[config.mk]
export PLATFORM = sky130hd
export DESIGN_NAME = bank_cmd_fsm
export DESIGN_NICKNAME = d
export VERILOG_FILES = /design/src/rtl/bank_cmd_pkg.sv /design/src/rtl/bank_row_cmp.sv /design/src/rtl/bank_state_reg.sv /design/src/rtl/bank_cmd_sel.sv /design/src/rtl/bank_cmd_fsm.sv
export SDC_FILE = /design/constraint.sdc
export NUM_CORES = 1
export LEC_CHECK = 0
export ABC_AREA = 1
export BUFFER_PORTS_ARGS = -buffer_cell sky130_fd_sc_hd__buf_2
export CAP_MARGIN = 5
export CORE_ASPECT_RATIO = 1.2
export CORE_UTILIZATION = 35
export DETAILED_ROUTE_END_ITERATION = 7
export PLACE_DENSITY = 0.58
export SETUP_SLACK_MARGIN = 0.15
export SLEW_MARGIN = 10
export SYNTH_ARGS = -nofsm -noshare
export SYNTH_HDL_FRONTEND = slang
export SYNTH_HIERARCHICAL = 1
export SYNTH_SLANG_ARGS = --single-unit
[constraint.sdc]
create_clock -name clk -period 7.13 [get_ports clk]
set_clock_uncertainty 0.15 [all_clocks]
set_input_delay 0.713 -clock clk [delete_from_list [all_inputs] [get_ports clk]]
set_output_delay 0.713 -clock clk [all_outputs]
set_load 0.01 [all_outputs]
[src/rtl/bank_cmd_pkg.sv]
package bank_cmd_pkg;
  typedef enum logic [2:0] {
    CMD_NOP = 3'd0,
    CMD_ACT = 3'd1,
    CMD_RD  = 3'd2,
    CMD_WR  = 3'd3,
    CMD_PRE = 3'd4
  } bank_cmd_e;

  typedef enum logic {
    BK_CLOSED = 1'b0,
    BK_OPEN   = 1'b1
  } bank_st_e;

  localparam logic [1:0] OP_READ  = 2'b01;
  localparam logic [1:0] OP_WRITE = 2'b10;
  localparam int         TMG_W    = 4;
endpackage

[src/rtl/bank_row_cmp.sv]
module bank_row_cmp #(
  parameter int ROW_W = 14
) (
  input  logic [ROW_W-1:0] row_a,
  input  logic [ROW_W-1:0] row_b,
  output logic             hit
);
  assign hit = (row_a == row_b);
endmodule

[src/rtl/bank_state_reg.sv]
module bank_state_reg
  import bank_cmd_pkg::*;
#(
  parameter int ROW_W = 14
) (
  input  logic             clk,
  input  logic             rst,
  input  logic             fire,
  input  bank_cmd_e        fire_cmd,
  input  logic [ROW_W-1:0] fire_row,
  output bank_st_e         st_q,
  output logic [ROW_W-1:0] row_q,
  output bank_st_e         st_n,
  output logic [ROW_W-1:0] row_n
);
  always_comb begin
    st_n  = st_q;
    row_n = row_q;
    if (fire) begin
      if (fire_cmd == CMD_ACT) begin
        st_n  = BK_OPEN;
        row_n = fire_row;
      end else if (fire_cmd == CMD_PRE) begin
        st_n  = BK_CLOSED;
      end
    end
  end

  always_ff @(posedge clk) begin
    if (rst) begin
      st_q  <= BK_CLOSED;
      row_q <= '0;
    end else begin
      st_q  <= st_n;
      row_q <= row_n;
    end
  end
endmodule

[src/rtl/bank_cmd_sel.sv]
module bank_cmd_sel
  import bank_cmd_pkg::*;
(
  input  logic             pend,
  input  logic [1:0]       op,
  input  bank_st_e         st,
  input  logic             hit,
  input  logic [TMG_W-1:0] tmg_ok,
  output bank_cmd_e        cmd,
  output logic             rdy,
  output logic             bad_op
);
  logic tmg_sel;

  assign bad_op = pend && (op != OP_READ) && (op != OP_WRITE);

  always_comb begin
    cmd = CMD_NOP;
    if (pend) begin
      if (st == BK_CLOSED)   cmd = CMD_ACT;
      else if (!hit)         cmd = CMD_PRE;
      else if (op == OP_READ)  cmd = CMD_RD;
      else if (op == OP_WRITE) cmd = CMD_WR;
    end
  end

  always_comb begin
    case (cmd)
      CMD_ACT: tmg_sel = tmg_ok[0];
      CMD_RD:  tmg_sel = tmg_ok[1];
      CMD_WR:  tmg_sel = tmg_ok[2];
      CMD_PRE: tmg_sel = tmg_ok[3];
      default: tmg_sel = 1'b0;
    endcase
  end

  assign rdy = tmg_sel;
endmodule

[src/rtl/bank_cmd_fsm.sv]
module bank_cmd_fsm
  import bank_cmd_pkg::*;
#(
  parameter int ROW_W = 14,
  parameter int TAG_W = 6
) (
  input  logic             clk,
  input  logic             rst,
  input  logic             req_valid,
  input  logic [1:0]       req_op,
  input  logic [ROW_W-1:0] req_row,
  input  logic [TAG_W-1:0] req_tag,
  input  logic [3:0]       tmg_ok,
  input  logic             issue_ack,
  output logic [2:0]       cmd_o,
  output logic             cmd_rdy,
  output logic [TAG_W-1:0] cmd_tag,
  output logic [ROW_W-1:0] cmd_row,
  output logic             req_pop,
  output logic             cmd_err
);
  bank_cmd_e        cmd_cur;
  logic             fire;
  logic             retire;
  bank_st_e         st_q;
  bank_st_e         st_n;
  logic [ROW_W-1:0] open_row;
  logic [ROW_W-1:0] row_n;
  logic             hit;
  bank_cmd_e        nxt_cmd;
  logic             nxt_rdy;
  logic             bad_op;

  assign cmd_cur = bank_cmd_e'(cmd_o);
  assign fire    = issue_ack && cmd_rdy && (cmd_cur != CMD_NOP);
  assign retire  = fire && ((cmd_cur == CMD_RD) || (cmd_cur == CMD_WR));
  assign req_pop = retire;

  bank_state_reg #(.ROW_W(ROW_W)) u_state (
    .clk      (clk),
    .rst      (rst),
    .fire     (fire),
    .fire_cmd (cmd_cur),
    .fire_row (cmd_row),
    .st_q     (st_q),
    .row_q    (open_row),
    .st_n     (st_n),
    .row_n    (row_n)
  );

  bank_row_cmp #(.ROW_W(ROW_W)) u_cmp (
    .row_a (req_row),
    .row_b (row_n),
    .hit   (hit)
  );

  bank_cmd_sel u_sel (
    .pend   (req_valid && !retire),
    .op     (req_op),
    .st     (st_n),
    .hit    (hit),
    .tmg_ok (tmg_ok),
    .cmd    (nxt_cmd),
    .rdy    (nxt_rdy),
    .bad_op (bad_op)
  );

  always_ff @(posedge clk) begin
    if (rst) begin
      cmd_o   <= CMD_NOP;
      cmd_rdy <= 1'b0;
      cmd_tag <= '0;
      cmd_row <= '0;
      cmd_err <= 1'b0;
    end else begin
      cmd_o   <= nxt_cmd;
      cmd_rdy <= nxt_rdy;
      cmd_tag <= req_tag;
      cmd_row <= req_row;
      cmd_err <= cmd_err | bad_op;
    end
  end

  AST_ACT_ONLY_CLOSED: assert property (@(posedge clk) disable iff (rst)
    (cmd_cur == CMD_ACT) |-> (st_q == BK_CLOSED));
  AST_ACCESS_ON_HIT: assert property (@(posedge clk) disable iff (rst)
    ((cmd_cur == CMD_RD) || (cmd_cur == CMD_WR)) |-> (st_q == BK_OPEN && cmd_row == open_row));
  AST_PRE_ON_MISS: assert property (@(posedge clk) disable iff (rst)
    (cmd_cur == CMD_PRE) |-> (st_q == BK_OPEN && cmd_row != open_row));
  AST_RDY_NEEDS_CMD: assert property (@(posedge clk) disable iff (rst)
    cmd_rdy |-> (cmd_cur != CMD_NOP));
  AST_IDLE_NOP: assert property (@(posedge clk) disable iff (rst)
    !$past(req_valid) |-> (cmd_cur == CMD_NOP && !cmd_rdy));
  AST_ACT_OPENS: assert property (@(posedge clk) disable iff (rst)
    (fire && cmd_cur == CMD_ACT) |=> (st_q == BK_OPEN && open_row == $past(cmd_row)));
  AST_PRE_CLOSES: assert property (@(posedge clk) disable iff (rst)
    (fire && cmd_cur == CMD_PRE) |=> (st_q == BK_CLOSED));
  AST_RETIRE_KEEPS_OPEN: assert property (@(posedge clk) disable iff (rst)
    retire |=> (st_q == BK_OPEN && $stable(open_row) && cmd_cur == CMD_NOP));
  AST_ERR_STICKY: assert property (@(posedge clk) disable iff (rst)
    cmd_err |=> cmd_err);
  AST_NO_FIRE_NO_MOVE: assert property (@(posedge clk) disable iff (rst)
    !fire |=> ($stable(st_q) && $stable(open_row)));
endmodule

==> results summary, run 1 <==
The slowest stage of the critical path is the inv_2 cell. For this design the total switching power over the nets is a little over 0.0001 W. The parity-gate share of the synthesized area counting xor and xnor cells came out at between 3 and 4%. Of the total power, registers draw roughly 54%. The detailed router placed about 1,600 vias in this run. The final total negative setup slack is 0 ns. The number of max-cap violations came out at 0. Traced cell by cell, the critical path runs through buf_2 -> nand2_1 -> a21oi_1 -> nand2_1 -> inv_2 -> nand2_4 -> nand2_1 -> nand2_1 -> inv_1 -> xnor2_1 -> nand2_1 -> nor2_1 -> nand2_1 -> nor2_1 -> inv_1 -> nor2_1 -> nand3_1 -> nand3_1 -> nand3_1 -> inv_1 -> nor2_1. In this run the mean area of a mapped cell was a little under 7 sq um. The number of global-route vias before repair is ~1,400. The portion of total power attributed to combinational logic came out at about a tenth.

The worst endpoint data arrival time is 2.89 ns. The share of synthesized area occupied by flip-flops and latches came out at 42.9%. Of the total synthesized cell area, the portion taken by AND, OR, NAND and NOR gates is roughly 33%. The cts-stage hold buffer count came out at 0. The die outline height is 82.0 um. The final count of negative-setup-slack endpoints is 0.

The overall routed net length came out at roughly 3600 um. The number of warnings printed during yosys synthesis is 6. The clock-pin slew of the registers on the worst-case setup and hold paths came out at ~0.08 ns. The floorplan step defined a die boundary enclosing about 0.0056 sq mm. The fraction of power spent switching nets is between 20% and 30%.

The number of buffers and inverters on the critical path is 5. The worst setup path is captured at a register. The most common cell after layout, fill and taps aside is inv_1. For this run, the total global-route usage over all layers was measured as 14.2%.

The worst register-to-register path ends at cmd_rdy. The longest clock path from root to sink contains 2 buffers. The synthesized cell area is 0.00187 sq mm. The TritonCTS clock tree is built. The worst register-to-register path begins at cmd_o[1].

Summed over all cells, the static leakage comes to 1.36 nW. The pin slew with the least headroom to its limit is about 0.74 ns. The library cells used most frequently in the layout, excluding fill and tap cells, are 73 x inv_1, 61 x nand2_1, 55 x nor2_1, 55 x buf_2, 40 x dfxtp_1. The share of the core filled with cells came out at 44.5%. The worst setup path is of the input pin to register kind. The average wire length per cell after detail routing came out at between 9 and 10 um. The number of different library cells in the post-synthesis netlist is 21. The setup slack on the worst flop-to-flop path came out at approximately 4.3 ns. The routed design could run at a clock period as short as 2.88 ns. The setup fix buffers added after clock tree synthesis is 0.

The flow ran to the end, and the final reports show no timing, DRC or antenna violations. Clock tree synthesis inserted a total of 5 buffers. The violation count after the first detailed-routing iteration is around 60. The count of final hold-check violations came to 0. The number of nets in the synthesized netlist is ~300. The cell depth of the worst flop-to-flop path is 20.

Port buffering added 55 buffers. The detail-routed via count per cell is 4.16. The row count came out at 28. After clock tree synthesis, the repair step resized 0 gates. The share of total power dissipated in the clock network is between 30 and 40%. The adder and majority cell fraction of the synthesized area came out at about 1.3%.

The first-pass iteration count of the detailed router is 4. Entering global routing, the biggest net connects between 40 and 50 pins. The root cell of the clock tree is clkbuf_8. The synthesized netlist devotes 1.01% of its cell area to compound gates.

The later pin in the worst-skew pair is clocked with a latency of between 0.2 and 0.3 ns. In this run the remaining antenna-violating nets after routing total 0. The gate count of the mapped netlist is 275.

Headroom to the max-slew limit came out at 50.5%. The initial antenna violation count came to 0. At the end of routability-driven placement, the weighted congestion stood at 0.782. The most repeated library cell on the critical path is nand2_1. For hold timing, the worst endpoint is cmd_err. The final-report max-slew violation count is 0. The I/O pin total is 56. The total power divided by cell area is ~190 mW/mm^2. The wire length of the first global-routing pass came out at around 6000 um. The clock sink count is 40. Of all nets on the critical path, the largest fanout is 16.

The portion of synthesized area spent on multiplexers is 0%. The filler cells instantiated in the layout total about 550. The number of design rule violations left after detail routing came out at 0. The part of the cycle the worst path needs is between 40 and 50%.

The worst setup path is launched from an input pin. The min-delay analysis places its worst path in the category register to register. The effective utilization at floorplan came out at roughly 37%. The peak supply drop came out at roughly 0.000099 V. In this run, synthesis produced a sequential element count of 40.

Cell internal power was estimated by the tool at between 0.0003 and 0.0004 W. The area of the core is around 0.0050 sq mm. The die is roughly 69 um wide.

The maximum achievable frequency is between 300 and 400 MHz. Setup repair after global routing left no endpoint under its margin. Among cell families on the critical path, the largest total delay comes from simple AND/OR/NAND/NOR gates. The final antenna diode count is 0. After synthesis, the largest family of logic cells by area is simple AND/OR/NAND/NOR gates. The fraction of final layout cells sized beyond drive strength 1 came out at 21.1%.

The aggregate global routing overflow came out at 0. The H-tree was split into 2 levels. The final HPWL from detailed placement came out at ~2700 um.

In this run the most critical hold path is launched from cmd_err. The final layout contains approximately 360 nets. Along the worst hold path, the cell count comes to 2. The largest single stage delay on the critical path is 0.23 ns.

Relative to the synthesized area, the layout overhead comes to 20.5%. The worst path required time came out at around 7.1 ns.
[layer usage]
| layer | global-route usage (%) | vias up | share of wire (%) |
|---|---|---|---|
| li1 | - | 884 | - |
| met1 | 15.4 | 699 | 43 |
| met5 | 0 | - | 0 |
| met3 | 4.31 | 5 | 5.6 |
| met4 | 6.67 | 0 | 0.99 |
| met2 | 24.6 | 40 | 50 |
[flip-flops by register name, summed over array words and instances, names as in the netlist]
signal	cells
cmd_err	1
cmd_tag	6
cmd_rdy	1
cmd_row	14
u_state/row_q	14
u_state/st_q	1
cmd_o	3
[synthesized netlist by cell type (all sizes together)]
cell type | number | area [sq um]
inv | 74 | 278
nand2 | 63 | 246
nor2 | 58 | 230
dfxtp | 40 | 801
nand3b | 14 | 105
buf | 6 | 57.6
nand3 | 5 | 25.0
xnor2 | 5 | 43.8
a21oi | 3 | 18.8
xor2 | 3 | 26.3
ha | 2 | 25.0
clkbuf | 1 | 3.75
nor3 | 1 | 5.00
[how the worst max path moves through the flow]
stage	from	to	slack, ns	cells after the start
finish	issue_ack	cmd_rdy	4.25	21
global route	issue_ack	cmd_rdy	3.90	22
CTS	issue_ack	cmd_rdy	4.26	21
detailed placement	issue_ack	cmd_rdy	3.94	21
global placement	issue_ack	cmd_rdy	4.02	21
floorplan	issue_ack	cmd_rdy	4.46	20
[worst min-delay path: stages (launching register included)]
cell     delay (ns)
dfxtp_1        0.33
nor2_1         0.04
nor2_1         0.06
[power by group through the flow]
stage          sequential, W  clock, W  combinational, W
2_1_floorplan       0.000242         0         0.0000201
3_3_place_gp        0.000239         0         0.0000416
3_5_place_dp        0.000239         0         0.0000425
4_1_cts             0.000234  0.000161         0.0000426
5_1_grt             0.000235  0.000168         0.0000475
6_report            0.000234  0.000155         0.0000415
[area by class of cell]
type	instances	area (sq um)	share of cell area (%)
clock buffers	6	82.6	3.67
flip-flops and latches	40	801	35.6
multi-input cells	154	726	32.3
well taps	60	75.1	3.34
repair buffers	55	275	12.2
clock inverters	2	10.0	0.445
inverters	74	278	12.4
[through the flow]
stage	setup WS (ns)	hold WS, ns	instance area, sq um	cells	power [W]
after global placement	4.02	0.302	2150	383	0.000281
final	4.25	0.321	2250	391	0.000431
after global routing	3.90	0.367	2250	391	0.000451
after floorplan	4.46	0.290	1870	275	0.000262
after detailed placement	3.94	0.306	2150	383	0.000282
after CTS	4.26	0.326	2250	391	0.000438
[kinds of logic after synthesis]
kind of cell	count (synthesis)
XOR/XNOR	8
AO/OA/AOI/OAI	3
buffers and inverters	81
adder cells (fa/ha/maj)	2
flip-flops	40
AND/OR/NAND/NOR	141
No activity file was read; power rests on OpenSTA's default activity.
==> run 2, diff against run 1 <==
clock period = 2.8 ns   (was 7.13 ns; I/O delays follow)
==> results summary, run 2 (synthesized netlist as in run 1, its figures left out) <==
The routed layout has 1,610 vias. The area of the core is about 0.0050 sq mm. The number of clock buffers inserted by TritonCTS came out at 5. The worst path required time is roughly 2.8 ns. At the placement stage, the worst setup path has a slack of around 0.16 ns. The detail-routed via count per cell is roughly 4.1.

Traced cell by cell, the critical path runs through inv_1 -> a21oi_2 -> nand2_1 -> inv_2 -> nand2_4 -> nand2_1 -> nand2_1 -> inv_1 -> xnor2_2 -> nand2_1 -> nor2_2 -> nand2_2 -> nor2_4 -> inv_1 -> nor2_2 -> nand3_1 -> nand3_1 -> nand3_1 -> inv_1 -> nor2_1. The aggregate global routing overflow came out at 0. The power spent charging and discharging nets came out at 0.000259 W.

In this run switching power makes up about 22% of total power. The longest clock path from root to sink contains 2 buffers. The pin slew with the least headroom to its limit came out at 0.740 ns. The number of design rule violations left after detail routing came out at 0. The final layout contains approximately 370 nets. The row count came out at 28.

The portion of total power attributed to combinational logic is under 10%. The layout overhead on the synthesized area came out at 25.1%. After layout, the worst setup slack is approximately 0.42 ns. The total power divided by cell area is between 400 and 500 mW/mm^2.

The final-report max-slew violation count came out at 0. The placer congestion estimate is 0.727. The sequential fraction of design power came out at just over 50%.

In the layout the commonest cells are 73 x inv_1, 60 x nand2_1, 55 x buf_2, 51 x nor2_1, 37 x dfxtp_1. The number of global-route vias before repair is around 1,500. The later pin in the worst-skew pair is clocked with a latency of 0.28 ns. In this run the worst hold path is classified as input pin to register. The final layout contains routed wiring with a total length of around 3600 um. The stage delay of the slowest cell on the critical path is 0.37 ns. At the worst endpoint, the arrival time is roughly 2.4 ns. The placed instances occupy a cell area of ~0.0022 sq mm. The wire length of the first global-routing pass is ~6000 um. The final count of negative-setup-slack endpoints is 0. After clock tree synthesis, the flow added hold-fix buffers numbering 0.

Across the VDD grid, the largest voltage drop is ~0.00029 V. In this run the tightest slew margin relative to its limit is between 50% and 60%. Grouping stages by cell kind, the critical path spends the most delay in simple AND/OR/NAND/NOR gates. The maximum achievable frequency came out at 421 MHz. The count of final hold-check violations came out at 0. Setup repair after global routing could not meet its margin everywhere. The die covers 0.00563 sq mm.

The flow ran to the end, and the final reports show no timing, DRC or antenna violations. Before antenna repair, the detailed router went through 4 iterations. The overall die width is roughly 70 um.

The average wire length per cell after detail routing is ~9 um. The pin count of the biggest net entering global routing is 41. The library cell used most frequently in the layout, excluding fill and tap cells, is inv_1. The wire-length estimate of the detail-placed layout is approximately 2600 um. For this design the static power due to leakage is about 1.4 nW.

The root cell of the clock tree is clkbuf_8. The I/O pin total is between 50 and 60. Measured along the y axis, the die boundary spans a little over 80 um. The number of max-cap violations is 0. The clock tree synthesis step divided the H-tree into 2 levels.

Of the cells placed in the final design, the portion with a size suffix greater than 1 is 24.8%. In the final layout, the registers with the most flip-flops are cmd_row x14, u_state/row_q x14, cmd_tag x6. Internal power comes to between 0.0008 and 0.0009 W. The final total negative setup slack came out at 0 ns. 0 antenna diodes ended up in the layout.

The clock sink count came out at 40. STA classifies the critical path startpoint as a register. For this configuration, the core starts out at a cell density of between 30% and 40%.

The clock-pin slew of the registers on the worst-case setup and hold paths is 0.07 ns. The number of buffers and inverters on the critical path is 5. The critical path in this run is classified as register to register.

The clock group share of total power is between 30% and 40%. The violation count after the first detailed-routing iteration came out at 59. The count of buffers inserted at the top-level ports came out at between 50 and 60. Dividing the final minimum period by the clock period gives a little over four fifths. STA classifies the critical path endpoint as a register. The slowest stage of the critical path belongs to the cell dfxtp_4. The initial antenna violation count is 0.

TritonCTS built the clock tree. The maximum fanout count along the critical path is 16. In the global route stage, overall resource usage came out at between 10 and 15%.

The final cell area excluding filler cells came out at between 0.002 and 0.0025 sq mm. The remaining antenna violation count is 0. The shortest period the worst path allows came out at ~2.4 ns.
run 2: cell count changes in the layout (fill, tap and decap cells not counted), sizes merged:
cell | before | now
bufinv | 0 | 1
buf | 55 | 59
clkinv | 2 | 1
run 2: area by class of cell:
class / instances / area (sq um)
clock inverters: 2 / 35.0
well taps: 60 / 75.1
multi-input cells: 154 / 754
clock buffers: 6 / 72.6
fillers: 572 / 2710
repair buffers: 59 / 309
inverters: 74 / 278
flip-flops and latches: 40 / 810
run 2: routing by layer:
metal	routed length, um	track usage (%)	vias to the layer above
li1	-	-	895
met4	36	5.63	0
met1	1660	15.3	682
met5	0	0	-
met3	148	4.17	2
met2	1790	25.0	31
run 2: final timing paths:
kind | startpoint | endpoint | slack [ns] | cells past startpoint
setup reg to reg | cmd_o[2] | cmd_rdy | 0.42 | 20
hold reg to reg | u_state/st_q | u_state/st_q | 0.33 | 2
hold / removal | req_tag[1] | cmd_tag[1] | 0.04 | 3
setup / recovery | cmd_o[2] | cmd_rdy | 0.42 | 20
run 2: worst reg2reg max path, cell delays in order (launching register included):
cell and delay, ns:
dfxtp_4 0.37, inv_1 0.06, a21oi_2 0.14, nand2_1 0.07, inv_2 0.09, nand2_4 0.13
nand2_1 0.09, nand2_1 0.06, inv_1 0.09, xnor2_2 0.11, nand2_1 0.08, nor2_2 0.13
nand2_2 0.08, nor2_4 0.14, inv_1 0.06, nor2_2 0.09, nand3_1 0.08, nand3_1 0.08
nand3_1 0.06, inv_1 0.05, nor2_1 0.03
run 2: repair_timing:
item	4_1_cts	5_1_grt
gates resized for setup	1	13
endpoints found under the setup margin	1	3
setup buffers	0	1
pin swaps	0	9
run 2: stage by stage:
step / util [%] / std cells / power, W / hold WS, ns
floorplan: - / 275 / 0.000668 / 0.199
global placement: 43.2 / 386 / 0.000716 / 0.305
detailed placement: 43.2 / 386 / 0.000716 / 0.319
CTS: 45.3 / 394 / 0.00118 / 0.0331
global route: 46.3 / 395 / 0.00122 / 0.0300
finish: 46.3 / 395 / 0.00116 / 0.0433
run 2: power by group through the flow:
stage | Combinational (W) | Clock [W] | Sequential, W
finish | 0.000108 | 0.000456 | 0.000594
global route | 0.000124 | 0.000498 | 0.000596
CTS | 0.000107 | 0.000473 | 0.000596
detailed placement | 0.000107 | 0 | 0.000609
global placement | 0.000106 | 0 | 0.000609
floorplan | 0.0000511 | 0 | 0.000617
